==> src/rtl/uart_slp_pkg.sv <==
package uart_slp_pkg;
  localparam int MSR_W = 4;

  typedef enum logic [1:0] {
    SLP_RUN   = 2'd0,
    SLP_QUAL  = 2'd1,
    SLP_SLEEP = 2'd2
  } slp_state_e;
endpackage

==> src/rtl/uart_slp_sync2.sv <==
module uart_slp_sync2 #(
  parameter int           W       = 1,
  parameter logic [W-1:0] RST_VAL = '0
) (
  input  logic         clk_i,
  input  logic         rst_ni,
  input  logic [W-1:0] d_i,
  output logic [W-1:0] q_o
);
  logic [W-1:0] s1_q, s2_q;

  always_ff @(posedge clk_i or negedge rst_ni) begin
    if (!rst_ni) begin
      s1_q <= RST_VAL;
      s2_q <= RST_VAL;
    end else begin
      s1_q <= d_i;
      s2_q <= s1_q;
    end
  end

  assign q_o = s2_q;
endmodule

==> src/rtl/uart_slp_chan_mon.sv <==
module uart_slp_chan_mon
  import uart_slp_pkg::*;
#(
  parameter int DIV_W = 16,
  parameter int MDM_W = 4
) (
  input  logic             clk_i,
  input  logic             rst_ni,
  input  logic             sleep_en_i,
  input  logic             irq_pend_i,
  input  logic             tx_empty_i,
  input  logic             rx_empty_i,
  input  logic             rx_pin_i,
  input  logic             ir_mode_i,
  input  logic [DIV_W-1:0] divisor_i,
  input  logic [MSR_W-1:0] msr_delta_i,
  input  logic [MDM_W-1:0] modem_pin_i,
  input  logic             thr_wr_i,
  output logic             entry_ok_o,
  output logic             wake_o
);
  localparam int PIN_W = MDM_W + 1;

  logic [PIN_W-1:0] pins_raw, pins_s, prev_q, prev_d;
  logic             rx_s, rx_idle, pin_edge;

  assign pins_raw = {modem_pin_i, rx_pin_i};

  uart_slp_sync2 #(.W(PIN_W)) u_pin_sync (
    .clk_i  (clk_i),
    .rst_ni (rst_ni),
    .d_i    (pins_raw),
    .q_o    (pins_s)
  );

  // previous synchronized level, for edge sensing
  always_comb prev_d = pins_s;

  always_ff @(posedge clk_i or negedge rst_ni) begin
    if (!rst_ni) prev_q <= '0;
    else         prev_q <= prev_d;
  end

  always_comb begin
    rx_s     = pins_s[0];
    rx_idle  = ir_mode_i ? ~rx_s : rx_s;
    pin_edge = |(pins_s ^ prev_q);
  end

  always_comb begin
    entry_ok_o = sleep_en_i & ~irq_pend_i & tx_empty_i & rx_empty_i &
                 rx_idle & (|divisor_i) & (msr_delta_i == '0);
    wake_o     = ~sleep_en_i | irq_pend_i | thr_wr_i | pin_edge;
  end
endmodule

==> src/rtl/uart_slp_fsm.sv <==
module uart_slp_fsm
  import uart_slp_pkg::*;
#(
  parameter int CNT_W = 8
) (
  input  logic             clk_i,
  input  logic             rst_ni,
  input  logic             all_ok_i,
  input  logic             any_wake_i,
  input  logic [CNT_W-1:0] settle_i,
  input  logic             wake_ack_i,
  output logic             asleep_o,
  output logic             wake_irq_o
);
  slp_state_e       st_q, st_d;
  logic [CNT_W-1:0] cnt_q, cnt_d;
  logic             irq_q, irq_d;

  always_comb begin
    st_d  = st_q;
    cnt_d = cnt_q;
    irq_d = irq_q;
    if (wake_ack_i) irq_d = 1'b0;
    unique case (st_q)
      SLP_RUN: begin
        if (all_ok_i) begin
          if (settle_i == '0) begin
            st_d = SLP_SLEEP;
          end else begin
            st_d  = SLP_QUAL;
            cnt_d = CNT_W'(1);
          end
        end
      end
      SLP_QUAL: begin
        if (!all_ok_i) begin
          st_d  = SLP_RUN;
          cnt_d = '0;
        end else if (cnt_q >= settle_i) begin
          st_d  = SLP_SLEEP;
          cnt_d = '0;
        end else begin
          cnt_d = cnt_q + CNT_W'(1);
        end
      end
      SLP_SLEEP: begin
        if (any_wake_i) begin
          st_d  = SLP_RUN;
          irq_d = 1'b1;
        end
      end
      default: st_d = SLP_RUN;
    endcase
  end

  always_ff @(posedge clk_i or negedge rst_ni) begin
    if (!rst_ni) begin
      st_q  <= SLP_RUN;
      cnt_q <= '0;
      irq_q <= 1'b0;
    end else begin
      st_q  <= st_d;
      cnt_q <= cnt_d;
      irq_q <= irq_d;
    end
  end

  assign asleep_o   = (st_q == SLP_SLEEP);
  assign wake_irq_o = irq_q;


  hold_sleep_chk: assert property (@(posedge clk_i) disable iff (!rst_ni)
    asleep_o && !any_wake_i |=> asleep_o);


  wake_exit_chk: assert property (@(posedge clk_i) disable iff (!rst_ni)
    asleep_o && any_wake_i |=> !asleep_o && wake_irq_o);


  irq_hold_chk: assert property (@(posedge clk_i) disable iff (!rst_ni)
    wake_irq_o && !wake_ack_i |=> wake_irq_o);


  irq_origin_chk: assert property (@(posedge clk_i) disable iff (!rst_ni)
    $rose(wake_irq_o) |-> $fell(asleep_o));
endmodule

==> src/rtl/uart_slp_ctrl.sv <==
module uart_slp_ctrl
  import uart_slp_pkg::*;
#(
  parameter int NCH   = 2,
  parameter int DIV_W = 16,
  parameter int MDM_W = 4,
  parameter int CNT_W = 8
) (
  input  logic                   clk_i,
  input  logic                   rst_ni,
  input  logic [CNT_W-1:0]       settle_cycles_i,
  input  logic [NCH-1:0]         sleep_en_i,
  input  logic [NCH-1:0]         irq_pend_i,
  input  logic [NCH-1:0]         tx_empty_i,
  input  logic [NCH-1:0]         rx_empty_i,
  input  logic [NCH-1:0]         rx_pin_i,
  input  logic [NCH-1:0]         ir_mode_i,
  input  logic [NCH*DIV_W-1:0]   divisor_i,
  input  logic [NCH*MSR_W-1:0]   msr_delta_i,
  input  logic [NCH*MDM_W-1:0]   modem_pin_i,
  input  logic [NCH-1:0]         thr_wr_i,
  input  logic                   wake_ack_i,
  output logic                   clk_gate_en_o,
  output logic                   asleep_o,
  output logic                   wake_irq_o
);
  logic [1:0]     rst_pipe_q;
  logic           rst_sn;
  logic [NCH-1:0] chan_ok, chan_wake;
  logic           all_ok, any_wake;

  // reset asserts at once, releases after two clock edges
  always_ff @(posedge clk_i or negedge rst_ni) begin
    if (!rst_ni) rst_pipe_q <= 2'b00;
    else         rst_pipe_q <= {rst_pipe_q[0], 1'b1};
  end
  assign rst_sn = rst_pipe_q[1];

  for (genvar k = 0; k < NCH; k++) begin : g_chan
    uart_slp_chan_mon #(.DIV_W(DIV_W), .MDM_W(MDM_W)) u_mon (
      .clk_i       (clk_i),
      .rst_ni      (rst_sn),
      .sleep_en_i  (sleep_en_i[k]),
      .irq_pend_i  (irq_pend_i[k]),
      .tx_empty_i  (tx_empty_i[k]),
      .rx_empty_i  (rx_empty_i[k]),
      .rx_pin_i    (rx_pin_i[k]),
      .ir_mode_i   (ir_mode_i[k]),
      .divisor_i   (divisor_i[k*DIV_W +: DIV_W]),
      .msr_delta_i (msr_delta_i[k*MSR_W +: MSR_W]),
      .modem_pin_i (modem_pin_i[k*MDM_W +: MDM_W]),
      .thr_wr_i    (thr_wr_i[k]),
      .entry_ok_o  (chan_ok[k]),
      .wake_o      (chan_wake[k])
    );
  end

  assign all_ok   = &chan_ok;
  assign any_wake = |chan_wake;

  uart_slp_fsm #(.CNT_W(CNT_W)) u_fsm (
    .clk_i      (clk_i),
    .rst_ni     (rst_sn),
    .all_ok_i   (all_ok),
    .any_wake_i (any_wake),
    .settle_i   (settle_cycles_i),
    .wake_ack_i (wake_ack_i),
    .asleep_o   (asleep_o),
    .wake_irq_o (wake_irq_o)
  );

  assign clk_gate_en_o = ~asleep_o;


  entry_all_chk: assert property (@(posedge clk_i) disable iff (!rst_sn)
    $rose(asleep_o) |-> $past(&chan_ok));


  thr_wake_chk: assert property (@(posedge clk_i) disable iff (!rst_sn)
    asleep_o && (|thr_wr_i) |=> !asleep_o);


  gate_inv_chk: assert property (@(posedge clk_i) disable iff (!rst_sn)
    clk_gate_en_o != asleep_o);
endmodule

==> config.mk <==
export PLATFORM = sky130hd
export DESIGN_NAME = uart_slp_ctrl
export DESIGN_NICKNAME = d
export VERILOG_FILES = /design/src/rtl/uart_slp_pkg.sv /design/src/rtl/uart_slp_sync2.sv /design/src/rtl/uart_slp_chan_mon.sv /design/src/rtl/uart_slp_fsm.sv /design/src/rtl/uart_slp_ctrl.sv
export SDC_FILE = /design/constraint.sdc
export NUM_CORES = 1
export LEC_CHECK = 0
export ABC_AREA = 1
export BUFFER_PORTS_ARGS = -buffer_cell sky130_fd_sc_hd__buf_2
export CAP_MARGIN = 20
export CORE_ASPECT_RATIO = 0.5
export CORE_MARGIN = 3
export CORE_UTILIZATION = 41
export DETAILED_ROUTE_END_ITERATION = 12
export HOLD_SLACK_MARGIN = 0.05
export PLACE_DENSITY = 0.69
export SLEW_MARGIN = 15
export SYNTH_ARGS = -nofsm -noshare
export SYNTH_HDL_FRONTEND = slang
export SYNTH_SLANG_ARGS = --single-unit
==> constraint.sdc <==
create_clock -name clk_i -period 1.55 [get_ports clk_i]
set_input_delay 0.0775 -clock clk_i [delete_from_list [all_inputs] [get_ports clk_i]]
set_output_delay 0.0775 -clock clk_i [all_outputs]
set_load 0.05 [all_outputs]
==> results of run 1 <==
[critical path, delay by kind of cell (launching register included)]
family	cells	cell delay [ns]
adders and majority gates	1	0.29
DFF	1	0.42
and+or+nand+nor	9	0.66
buffers and inverters	1	0.08
[layer usage]
| layer | global-route usage (%) | share of wire, % | up-vias |
|---|---|---|---|
| li1 | - | - | 1065 |
| met1 | 17.9 | 41 | 934 |
| met2 | 28.9 | 53 | 51 |
| met3 | 4.00 | 5.3 | 3 |
| met4 | 3.20 | 0.51 | 0 |
| met5 | 0 | 0 | - |
[through the flow]
stage / cells / setup slack (ns) / utilization (%) / cell area (sq um)
3_5_place_dp: 439 / -0.0252 / 54.8 / 2760
5_1_grt: 461 / -0.129 / 61.9 / 3120
2_1_floorplan: 283 / 0.0593 / - / 2200
4_1_cts: 459 / 0.00664 / 59.5 / 3000
3_3_place_gp: 439 / 0.00821 / 54.8 / 2760
6_report: 461 / -0.0108 / 61.9 / 3120
[sequential cells by signal (all words and copies together), names as in the netlist]
register / count
g_chan.u_mon.prev_q: 10
g_chan.u_mon.u_pin_sync.q_o: 10
g_chan.u_mon.u_pin_sync.s1_q: 10
u_fsm.cnt_q: 8
rst_pipe_q: 2
u_fsm.st_q: 2
u_fsm.wake_irq_o: 1
[cell families (layout without fill, tap and decap cells)]
kind of cell / after synthesis / after routing
other: 1 / 1
AOI/OAI and AO/OA: 8 / 8
and+or+nand+nor: 167 / 167
buffers and inverters: 47 / 155
adders and majority gates: 9 / 9
xor gates and xnor gates: 8 / 8
DFF: 43 / 43
[how the worst max path moves through the flow]
stage	start	endpoint	slack, ns	cells after the start
6_report	u_fsm.cnt_q[1]	u_fsm.cnt_q[1]	-0.01	11
5_1_grt	u_fsm.cnt_q[0]	u_fsm.cnt_q[1]	-0.13	12
4_1_cts	u_fsm.cnt_q[7]	u_fsm.st_q[1]	0.007	8
3_5_place_dp	u_fsm.cnt_q[1]	u_fsm.st_q[1]	-0.03	11
3_3_place_gp	u_fsm.cnt_q[7]	u_fsm.st_q[1]	0.008	8
2_1_floorplan	u_fsm.cnt_q[7]	u_fsm.st_q[1]	0.06	8
[Yosys cell counts]
| cell | instances |
|---|---|
| sky130_fd_sc_hd__nand2_1 | 81 |
| sky130_fd_sc_hd__nor2_1 | 50 |
| sky130_fd_sc_hd__dfrtp_1 | 43 |
| sky130_fd_sc_hd__inv_1 | 39 |
| sky130_fd_sc_hd__nand3_1 | 16 |
| sky130_fd_sc_hd__ha_1 | 9 |
| sky130_fd_sc_hd__inv_2 | 6 |
| sky130_fd_sc_hd__nor2_2 | 6 |
| sky130_fd_sc_hd__nand2_2 | 5 |
| sky130_fd_sc_hd__xnor2_1 | 5 |
| sky130_fd_sc_hd__nand4_1 | 4 |
| sky130_fd_sc_hd__a21oi_1 | 3 |
| sky130_fd_sc_hd__xor2_1 | 3 |
| sky130_fd_sc_hd__clkinv_1 | 2 |
| sky130_fd_sc_hd__nand3b_1 | 2 |
| sky130_fd_sc_hd__o21ai_0 | 2 |
| sky130_fd_sc_hd__a21o_1 | 1 |
| sky130_fd_sc_hd__conb_1 | 1 |
| sky130_fd_sc_hd__nand3_2 | 1 |
| sky130_fd_sc_hd__nor2_4 | 1 |
| sky130_fd_sc_hd__nor3_2 | 1 |
| sky130_fd_sc_hd__o21ai_1 | 1 |
| sky130_fd_sc_hd__o21ai_2 | 1 |
[power breakdown]
group          internal (W)  switching, W
registers           0.00116     0.0000306
clock network      0.000485      0.000394
logic              0.000136      0.000108
[what timing repair did]
action                                  in CTS  in global routing
pin swaps                                    0                  6
hold buffers                                12                  0
hold endpoints to repair                    13                  0
endpoints found under the setup margin       3                 10
resized for setup                            1                 17
buffers inserted                             0                  2
[layout make-up]
class	count	area, sq um
clock buffer	5	68.8
clock inverter	3	46.3
fill	443	1920
inverter	47	176
multi-input combinational	193	1060
sequential	43	1080
tap	70	87.6
timing repair buffer	100	606
==> parameters.txt, run 1 <==
Parameter                              Value

Run status
  Status ... finished, violations left
  Violations in the final reports ... setup timing

Worst setup path
  Worst endpoint required time ... roughly 1.7 ns
  Type of destination of the critical path ... flop
  Startpoint kind of the worst setup timing path ... flop
  Setup CP Type ... flop to flop
  Reg-to-reg critical path startpoint ... u_fsm.cnt_q[1]
  Worst Reg-to-Reg Cells ... 11
  Worst path cell trace ... ha_4, nand2_2, nand3b_1, nand2_1, nand2_1, nand2_1, nand2_2, inv_2, nand2_1, nand3b_1, nand2_1
  Endpoint of the worst register-to-register path ... u_fsm.cnt_q[1]
  Most used cell along the critical path ... sky130_fd_sc_hd__nand2_1
  Max incr delay on CP ... between 0.4 and 0.5 ns
  Arr. time, crit path ... about 1.8 ns
  R2R setup slack ... -0.01 ns
  Max FO, Critical Path ... 7
  Slowest stage cell on the critical path ... sky130_fd_sc_hd__dfrtp_1

STA
  Count of final setup violators ... 1
  Final period util ... 101%
  Achievable Freq ... approximately 640 MHz
  TNS Setup ... -0.0108 ns
  Number of failing hold endpoints at the final stage ... 0
  Tightest hold margin ... 0.0939 ns
  Final setup skew ... about 0.0019 ns
  PnR worst setup slack ... -0.0108 ns
  Setup repair after global routing missed its margin ... yes
  Final Max Tran Viols ... 0
  Final Critical Period ... around 1.6 ns

Floorplan
  Number of placed I/O pins ... between 70 and 80
  Num rows ... 18
  Area of the die ... about 6300 sq um
  Placeable core area ... ~5000 sq um
  Die Ht ... between 50 and 60 um
  X dimension of the die ... around 110 um
  Initial core utilization ... between 40% and 50%

GRT
  Aggregate global-route resource usage ... 15.4%
  Initial antenna violation count ... 0
  Largest net degree at the start of global routing ... 24
  Wire length of the first global-routing pass ... between 7 and 8 mm
  Number of global-route vias before repair ... between 1500 and 2000
  Residual overflow from global routing ... 0

Synthesis
  Cell type contributing the most total cell area after synthesis ... sky130_fd_sc_hd__dfrtp_1
  Yosys top cell area share ... 49.0%
  Flip-flop and latch count after synthesis ... 43
  Post-synthesis mux area share ... 0%
  Post-synthesis instance area ... ~2200 sq um
  Syn Inst Count ... roughly 280
  Synth Area in Adders ... 5.13%
  Synthesized-area fraction occupied by and/or/nand/nor cells ... between 30 and 40%
  Post-synthesis average cell area ... 7.76 sq um
  Complex-gate fraction of the synthesized area ... 2.11%
  Count of different cell masters after synthesis ... 23
  Count of warnings emitted by yosys ... 0
  Sequential fraction of the synthesis area ... 49.0%
  Xor/xnor share of the synthesized area ... 3.19%
  Main combinational cell family by area after synthesis ... simple AND/OR/NAND/NOR gates
  Area contributors post-synth ... sky130_fd_sc_hd__dfrtp_1, sky130_fd_sc_hd__nand2_1, sky130_fd_sc_hd__nor2_1, sky130_fd_sc_hd__inv_1, sky130_fd_sc_hd__ha_1
  Synthesized netlist net count ... about 370

Placed design
  HPWL after DPL ... roughly 3.8 mm
  Number of buffer cells added on primary ports ... 75
  Final Wtd Congestion ... between 0.7 and 0.8

Cells and area
  Ant. Diodes ... 0
  Fraction of layout cells with a size suffix above 1 ... 34.0%
  Final nets ... ~470
  Area growth from synthesis to layout ... 42.2%
  Most frequent standard cell in the layout excluding fill and tap cells ... sky130_fd_sc_hd__nand2_1
  Top library cells by usage in the layout, fill and taps aside ... sky130_fd_sc_hd__nand2_1, sky130_fd_sc_hd__buf_2, sky130_fd_sc_hd__nor2_1, sky130_fd_sc_hd__dfrtp_1, sky130_fd_sc_hd__inv_1

Clocking
  Clock latency on the worst-skew pair ... ~0.29 ns
  CTS Buffer Depth ... 2
  CTS Root Buffer Type ... sky130_fd_sc_hd__clkbuf_8
  Register clock-pin slew on the reported worst setup and hold paths ... 0.08 ns
  Number of clock sinks seen by CTS ... 43
  Number of levels the H-tree was split into ... 2
  Clock tree from TritonCTS ... built
  Number of buffers added by the clock tree synthesis step ... 5

Pwr
  Pwr dens ... 742 nW/um^2
  Static leakage ... about 1.7 nW
  Max IR drop VDD ... 0.562 mV
  Total power ... around 0.0023 W

Drt
  DRC marker count from the first detailed-route iteration ... 42
  Detailed-route DRC error count ... 0
  Length of the first detailed-routing pass in iterations ... 4
  Post-detailed-route via-to-cell ratio ... ~4.5
  Per-cell routed wire length ... 10.6 um
  Post-detailed-route count of antenna-violating nets ... 0
  Wire length after detailed routing ... around 4.9 mm
  Vias after detailed routing ... 2053

Min path
  Worst hold path class ... primary input to asynchronous set/reset pin

Run
  Maximum Capacitance Violations ... 0
Power figures use the tool's default switching activity.
==> run 2: changes to the inputs <==
Settings changed: CORE_UTILIZATION 41 to 45, CTS_BUF_LIST from default to sky130_fd_sc_hd__clkbuf_16, CTS_CLUSTER_DIAMETER from default to 100, PLACE_DENSITY 0.69 to 0.74.
==> parameters.txt, run 2 (same netlist as run 1, synthesis figures left out) <==
Parameter                              Value

STA
  TNS Setup ... -0.0118 ns (-0.00102 ns)
  Number of failing hold endpoints at the final stage ... 0 (unchanged)
  Setup repair after global routing missed its margin ... yes
  PnR worst setup slack ... -0.0118 ns (-0.00102 ns)
  Achievable Freq ... 640 MHz (about the same)
  Final period util ... 101% (about the same)
  Final Critical Period ... 1.56 ns (+0.00102 ns)
  Final Max Tran Viols ... 0 (unchanged)
  Count of final setup violators ... 1 (unchanged)
  Final setup skew ... 0.00258 ns (+0.000633 ns)

Clocking
  Clock latency on the worst-skew pair ... 0.28 ns (about the same)
  CTS Root Buffer Type ... sky130_fd_sc_hd__clkbuf_16
  Clock tree from TritonCTS ... built
  Number of levels the H-tree was split into ... 2 (unchanged)
  Number of buffers added by the clock tree synthesis step ... 5 (unchanged)
  CTS Buffer Depth ... 2 (unchanged)
  Number of clock sinks seen by CTS ... 43 (unchanged)
  Register clock-pin slew on the reported worst setup and hold paths ... 0.06 ns (-0.02 ns)

Worst setup path
  Setup CP Type ... flop to flop
  Startpoint kind of the worst setup timing path ... flop
  Worst endpoint required time ... 1.77 ns (+0.03 ns)
  Type of destination of the critical path ... flop
  Max FO, Critical Path ... 7 (unchanged)
  Arr. time, crit path ... 1.78 ns (+0.03 ns)

Drt
  Length of the first detailed-routing pass in iterations ... 4 (unchanged)
  DRC marker count from the first detailed-route iteration ... 102 (+140%)
  Post-detailed-route count of antenna-violating nets ... 0 (unchanged)
  Detailed-route DRC error count ... 0 (unchanged)
  Post-detailed-route via-to-cell ratio ... 4.63 (+4.0%)
  Wire length after detailed routing ... 5.35 mm (+9.4%)
  Vias after detailed routing ... 2116 (+3.1%)
  Per-cell routed wire length ... 11.7 um (+10%)

Pwr
  Static leakage ... 1.69 nW (+1.4%)
  Total power ... 0.00260 W (+12%)
  Sw Pwr ... 0.000551 W (+3.3%)
  Relative contribution of sequential cells to total power ... 45.7% (-5.8 points)
  Pwr dens ... 827 nW/um^2 (+11%)
  Internal power ... 0.00205 W (+15%)
  Max IR drop VDD ... 0.763 mV (+36%)
  Net switching share of the total power ... 21.2% (-1.8 points)
  Clock power frac ... 44.4% (+6.5 points)
  Proportion of power drawn by combinational gates ... 9.9% (-0.6 points)

Cells and area
  Final cell count without fillers ... 457 (-0.87%)
  Ant. Diodes ... 0 (unchanged)
  Fraction of layout cells with a size suffix above 1 ... 33.5% (-0.51 points)
  Top library cells by usage in the layout, fill and taps aside ... sky130_fd_sc_hd__nand2_1, sky130_fd_sc_hd__buf_2, sky130_fd_sc_hd__nor2_1, sky130_fd_sc_hd__dfrtp_1, sky130_fd_sc_hd__inv_1
  Most frequent standard cell in the layout excluding fill and tap cells ... sky130_fd_sc_hd__nand2_1
  Core utilization of the finished layout ... 69.1% (+7.1 points)
  Area growth from synthesis to layout ... 43.1%
  Final nets ... 472 (unchanged)

Floorplan
  Die Ht ... 55.4 um (-4.1%)
  Initial core utilization ... 48.3% (+4.7 points)
  Placeable core area ... 4550 sq um (-9.8%)
  Num rows ... 17 (-1)
  Area of the die ... 5810 sq um (-8.2%)
  Number of placed I/O pins ... 76 (unchanged)
  X dimension of the die ... 105 um (-4.3%)

Placed design
  Number of buffer cells added on primary ports ... 75 (unchanged)
  Final Wtd Congestion ... 0.793 (+0.33%)
  Worst Setup Slack post-DPL ... -0.0439 ns (-0.0186 ns)
  HPWL after DPL ... 3.80 mm (-1.0%)
  Number of placed instances, taps included ... 436 (-0.68%)

GRT
  Aggregate global-route resource usage ... 18.2% (+2.9 points)
  Wire length of the first global-routing pass ... 8.45 mm (+8.7%)
  Largest net degree at the start of global routing ... 29 (+21%)
  Initial antenna violation count ... 0 (unchanged)
  Number of global-route vias before repair ... 2014 (+1.6%)
  Residual overflow from global routing ... 0 (unchanged)

Run
  Maximum Capacitance Violations ... 0 (unchanged)

Run status
  Violations in the final reports ... setup timing
  Status ... finished, violations left

Min path
  Worst hold path class ... primary input to asynchronous set/reset pin
run 2: layout make-up:
type / instances / area, sq um
Tap cell: 66 / 82.6
Sequential cell: 43 / 1080
Clock inverter: 3 / 38.8
Clock buffer: 5 / 125
Timing Repair Buffer: 100 / 593
Inverter: 47 / 179
Multi-Input combinational cell: 193 / 1050
Fill cell: 361 / 1410
run 2: stage by stage:
step	area (sq um)	hold WS [ns]
4_1_cts	3050	0.100
5_1_grt	3140	0.100
2_1_floorplan	2200	-0.218
6_report	3140	0.108
3_5_place_dp	2750	-0.133
3_3_place_gp	2750	-0.136
run 2: path summary, 6_finish.rpt:
kind | startpoint | end | slack (ns) | cells after the start
worst max register to register | u_fsm.cnt_q[1] | u_fsm.cnt_q[1] | -0.01 | 11
worst max-delay path | u_fsm.cnt_q[1] | u_fsm.cnt_q[1] | -0.01 | 11
max in group asynchronous | rst_pipe_q[1] | g_chan[0].u_mon.u_pin_sync.q_o[2] | 1.03 | 1
min in group clk_i | msr_delta_i[6] | u_fsm.cnt_q[5] | 0.27 | 6
worst min register to register | rst_pipe_q[1] | u_fsm.cnt_q[4] | 0.20 | 1
worst min-delay path | rst_ni | rst_pipe_q[1] | 0.11 | 2
run 2: worst max-delay path, cell delays in order, from the launching register on:
cell                       delay, ns
sky130_fd_sc_hd__dfrtp_1        0.38
sky130_fd_sc_hd__ha_1           0.29
sky130_fd_sc_hd__nand2_1        0.07
sky130_fd_sc_hd__nand3b_1       0.09
sky130_fd_sc_hd__nand2_1        0.08
sky130_fd_sc_hd__nand2_1        0.07
sky130_fd_sc_hd__nand2_2        0.08
sky130_fd_sc_hd__nand2_4        0.08
sky130_fd_sc_hd__inv_4          0.08
sky130_fd_sc_hd__nand2_2        0.04
sky130_fd_sc_hd__nand3b_1       0.16
sky130_fd_sc_hd__nand2_1        0.07
run 2: what timing repair did:
item / in CTS / in global routing
hold endpoints to repair: 13 / 0
pin swaps: 1 / 2
endpoints found under the setup margin: 3 / 10
setup buffers: 0 / 1
resized for setup: 2 / 16
hold buffers: 12 / 0
run 2: layer usage:
| layer | vias to the layer above | GRT usage [%] | wire [um] |
|---|---|---|---|
| met1 | 955 | 20.3 | 2130 |
| met5 | - | 0 | 0 |
| met2 | 79 | 31.8 | 2640 |
| li1 | 1069 | - | - |
| met4 | 0 | 8.22 | 134 |
| met3 | 13 | 6.30 | 442 |
run 2: power groups by stage:
stage / registers (W) / clock network (W) / logic (W)
final: 0.00119 / 0.00116 / 0.000257
after floorplan: 0.00122 / 0 / 0.0000907
after global routing: 0.00119 / 0.00123 / 0.000294
after CTS: 0.00119 / 0.00118 / 0.000250
after global placement: 0.00120 / 0 / 0.000216
after detailed placement: 0.00121 / 0 / 0.000225
==> run 3: changes to the inputs <==
Settings changed: BUFFER_PORTS_ARGS -buffer_cell sky130_fd_sc_hd__buf_2 to default, DONT_BUFFER_PORTS from default to 1, PLACE_DENSITY 0.74 to 0.64, SKIP_LAST_GASP from default to 1.
==> parameters.txt, run 3 (same netlist as run 1, synthesis figures left out) <==
Parameter                              Value

Cells and area
  Area growth from synthesis to layout ... 26.9%
  Fraction of layout cells with a size suffix above 1 ... 18.2% (-15 points)
  Top library cells by usage in the layout, fill and taps aside ... sky130_fd_sc_hd__nand2_1, sky130_fd_sc_hd__nor2_1, sky130_fd_sc_hd__dfrtp_1, sky130_fd_sc_hd__inv_1
  Ant. Diodes ... 0 (unchanged)
  Most frequent standard cell in the layout excluding fill and tap cells ... sky130_fd_sc_hd__nand2_1
  Final nets ... 399 (-15%)

Pwr
  Proportion of power drawn by combinational gates ... 6.2% (-3.7 points)
  Relative contribution of sequential cells to total power ... 46.7% (+1.0 points)
  Max IR drop VDD ... 0.587 mV (-23%)
  Pwr dens ... 916 nW/um^2 (+11%)
  Internal power ... 0.00200 W (-2.2%)
  Clock power frac ... 47.1% (+2.7 points)
  Static leakage ... 1.41 nW (-17%)
  Net switching share of the total power ... 21.5% (+0.33 points)
  Sw Pwr ... 0.000550 W (-0.22%)
  Total power ... 0.00255 W (-1.8%)

Worst setup path
  Startpoint kind of the worst setup timing path ... flop
  Endpoint of the worst register-to-register path ... u_fsm.cnt_q[1]
  Worst path cell trace ... ha_4, a21o_1, nor2_2, nand2_4, inv_4, nand2_1, nand3b_1, nand2_1
  Max incr delay on CP ... 0.41 ns (+0.03 ns)
  Slowest stage cell on the critical path ... sky130_fd_sc_hd__dfrtp_1
  Worst endpoint required time ... 1.77 ns (about the same)
  Max FO, Critical Path ... 7 (unchanged)
  Most used cell along the critical path ... sky130_fd_sc_hd__nand2_1
  R2R setup slack ... 0.08 ns (+0.09 ns)
  Worst Reg-to-Reg Cells ... 8 (-3)
  Reg-to-reg critical path startpoint ... u_fsm.cnt_q[7]
  Arr. time, crit path ... 1.69 ns (-0.09 ns)
  Setup CP Type ... flop to flop
  Buffer and inverter count on the worst path ... 1 (unchanged)
  Kind of cell adding the most delay to the critical path ... simple AND/OR/NAND/NOR gates
  Type of destination of the critical path ... flop

Drt
  Wire length after detailed routing ... 4.46 mm (-17%)
  DRC marker count from the first detailed-route iteration ... 65 (-36%)
  Length of the first detailed-routing pass in iterations ... 4 (unchanged)
  Detailed-route DRC error count ... 0 (unchanged)
  Met2 wirelength from detailed routing ... 2.33 mm (-12%)
  Detailed-route wire length on metal 1 ... 1.89 mm (-11%)
  Per-cell routed wire length ... 11.6 um (-0.80%)
  Vias after detailed routing ... 1793 (-15%)
  Post-detailed-route count of antenna-violating nets ... 0 (unchanged)
  Uppermost layer routed ... met4
  Post-detailed-route via-to-cell ratio ... 4.67 (+0.84%)
  Detail Route met3 WL ... 200 um (-55%)

Floorplan
  Num rows ... 17 (unchanged)
  Area of the die ... 5810 sq um (unchanged)
  Number of placed I/O pins ... 76 (unchanged)
  X dimension of the die ... 105 um (unchanged)
  Placeable core area ... 4550 sq um (unchanged)
  Initial core utilization ... 48.3% (unchanged)
  Die Ht ... 55.4 um (unchanged)

STA
  Final Critical Period ... 1.47 ns (-0.0924 ns)
  Final period util ... 94.8% (-6.0 points)
  Count of final setup violators ... 0 (-1)
  TNS Setup ... 0 ns (+0.0118 ns)
  Relative slew slack ... between 60 and 70%
  Slew at the pin closest to its max-slew limit ... approximately 0.53 ns
  Achievable Freq ... 681 MHz (+6.3%)
  Number of failing hold endpoints at the final stage ... 0 (unchanged)
  Setup repair after global routing missed its margin ... yes
  Final setup skew ... 0.00521 ns (+0.00263 ns)
  Final Max Tran Viols ... 0 (unchanged)

Clocking
  Number of levels the H-tree was split into ... 2 (unchanged)
  Number of buffers added by the clock tree synthesis step ... 5 (unchanged)
  Register clock-pin slew on the reported worst setup and hold paths ... 0.06 ns (about the same)
  CTS Root Buffer Type ... sky130_fd_sc_hd__clkbuf_16
  Number of clock sinks seen by CTS ... 43 (unchanged)
  Clock latency on the worst-skew pair ... 0.28 ns (about the same)
  CTS Buffer Depth ... 2 (unchanged)
  Clock tree from TritonCTS ... built

GRT
  Aggregate global-route resource usage ... 16.1% (-2.1 points)
  Residual overflow from global routing ... 0 (unchanged)
  Largest net degree at the start of global routing ... 24 (-17%)
  Wire length of the first global-routing pass ... 7.56 mm (-11%)
  Number of global-route vias before repair ... 1741 (-14%)
  Initial antenna violation count ... 0 (unchanged)

Min path
  Worst Hold End ... u_fsm.cnt_q[5]
  Worst hold path class ... primary input to flop
  Launch instance of the worst min-delay path ... msr_delta_i[6]
  Worst hold path cell count ... 5

Placed design
  Number of buffer cells added on primary ports ... 0 (-100%)
  HPWL after DPL ... 3.46 mm (-9.1%)
  Final Wtd Congestion ... 0.830 (+4.7%)

Run status
  Status ... complete, no violations

Run
  Maximum Capacitance Violations ... 0 (unchanged)
-- run 3: layer usage --
layer  vias to the layer above  global-route usage (%)
li1                        920                       -
met2                        41                    28.1
met3                         5                    4.32
met5                         -                       0
met1                       827                    19.9
met4                         0                    4.67
-- run 3: worst reg2reg max path: stages, from the launching register on --
cell and delay (ns):
sky130_fd_sc_hd__dfrtp_1 0.41, sky130_fd_sc_hd__ha_4 0.23, sky130_fd_sc_hd__a21o_1 0.19, sky130_fd_sc_hd__nor2_2 0.15, sky130_fd_sc_hd__nand2_4 0.10, sky130_fd_sc_hd__inv_4 0.07, sky130_fd_sc_hd__nand2_1 0.04, sky130_fd_sc_hd__nand3b_1 0.14
sky130_fd_sc_hd__nand2_1 0.08
-- run 3: power groups by stage --
stage / registers, W / clock network (W) / logic [W]
after CTS: 0.00120 / 0.00123 / 0.000155
final: 0.00119 / 0.00120 / 0.000158
after global placement: 0.00121 / 0 / 0.000121
after global routing: 0.00120 / 0.00130 / 0.000185
after floorplan: 0.00122 / 0 / 0.0000907
after detailed placement: 0.00122 / 0 / 0.000127
-- run 3: timing repair --
| action | 4_1_cts | 5_1_grt |
|---|---|---|
| resized for setup | 5 | 11 |
| hold endpoints to repair | 13 | 0 |
| pin swaps | 5 | 10 |
| hold buffers | 13 | 0 |
| endpoints found under the setup margin | 4 | 10 |
| setup buffers | 0 | 1 |
-- run 3: how the worst max path moves through the flow --
stage	from	depth (start not counted)	endpoint	slack, ns
finish	u_fsm.cnt_q[7]	8	u_fsm.cnt_q[1]	0.08
global route	u_fsm.cnt_q[1]	11	u_fsm.cnt_q[1]	-0.04
CTS	u_fsm.cnt_q[1]	11	u_fsm.st_q[1]	-0.01
detailed placement	u_fsm.cnt_q[0]	12	u_fsm.st_q[1]	-0.07
global placement	u_fsm.cnt_q[1]	11	u_fsm.st_q[1]	0.005
floorplan	u_fsm.cnt_q[7]	8	u_fsm.st_q[1]	0.06
-- run 3: stage by stage --
step	setup slack (ns)	hold slack, ns	utilization, %	cells	cell area [sq um]
after CTS	-0.0102	0.145	59.9	383	2730
after detailed placement	-0.0735	-0.218	52.7	362	2400
after floorplan	0.0593	-0.218	-	283	2200
final	0.0805	0.163	61.2	384	2790
after global routing	-0.0414	0.206	61.2	384	2790
after global placement	0.00498	-0.218	52.7	362	2400
-- run 3: area by class of cell --
cell class                      instances  area (sq um)
Fill cell                             417          1760
Inverter                               47           179
Timing Repair Buffer                   27           248
Sequential cell                        43          1080
Clock inverter                          3          46.3
Multi-Input combinational cell        193          1030
Clock buffer                            5           125
Tap cell                               66          82.6
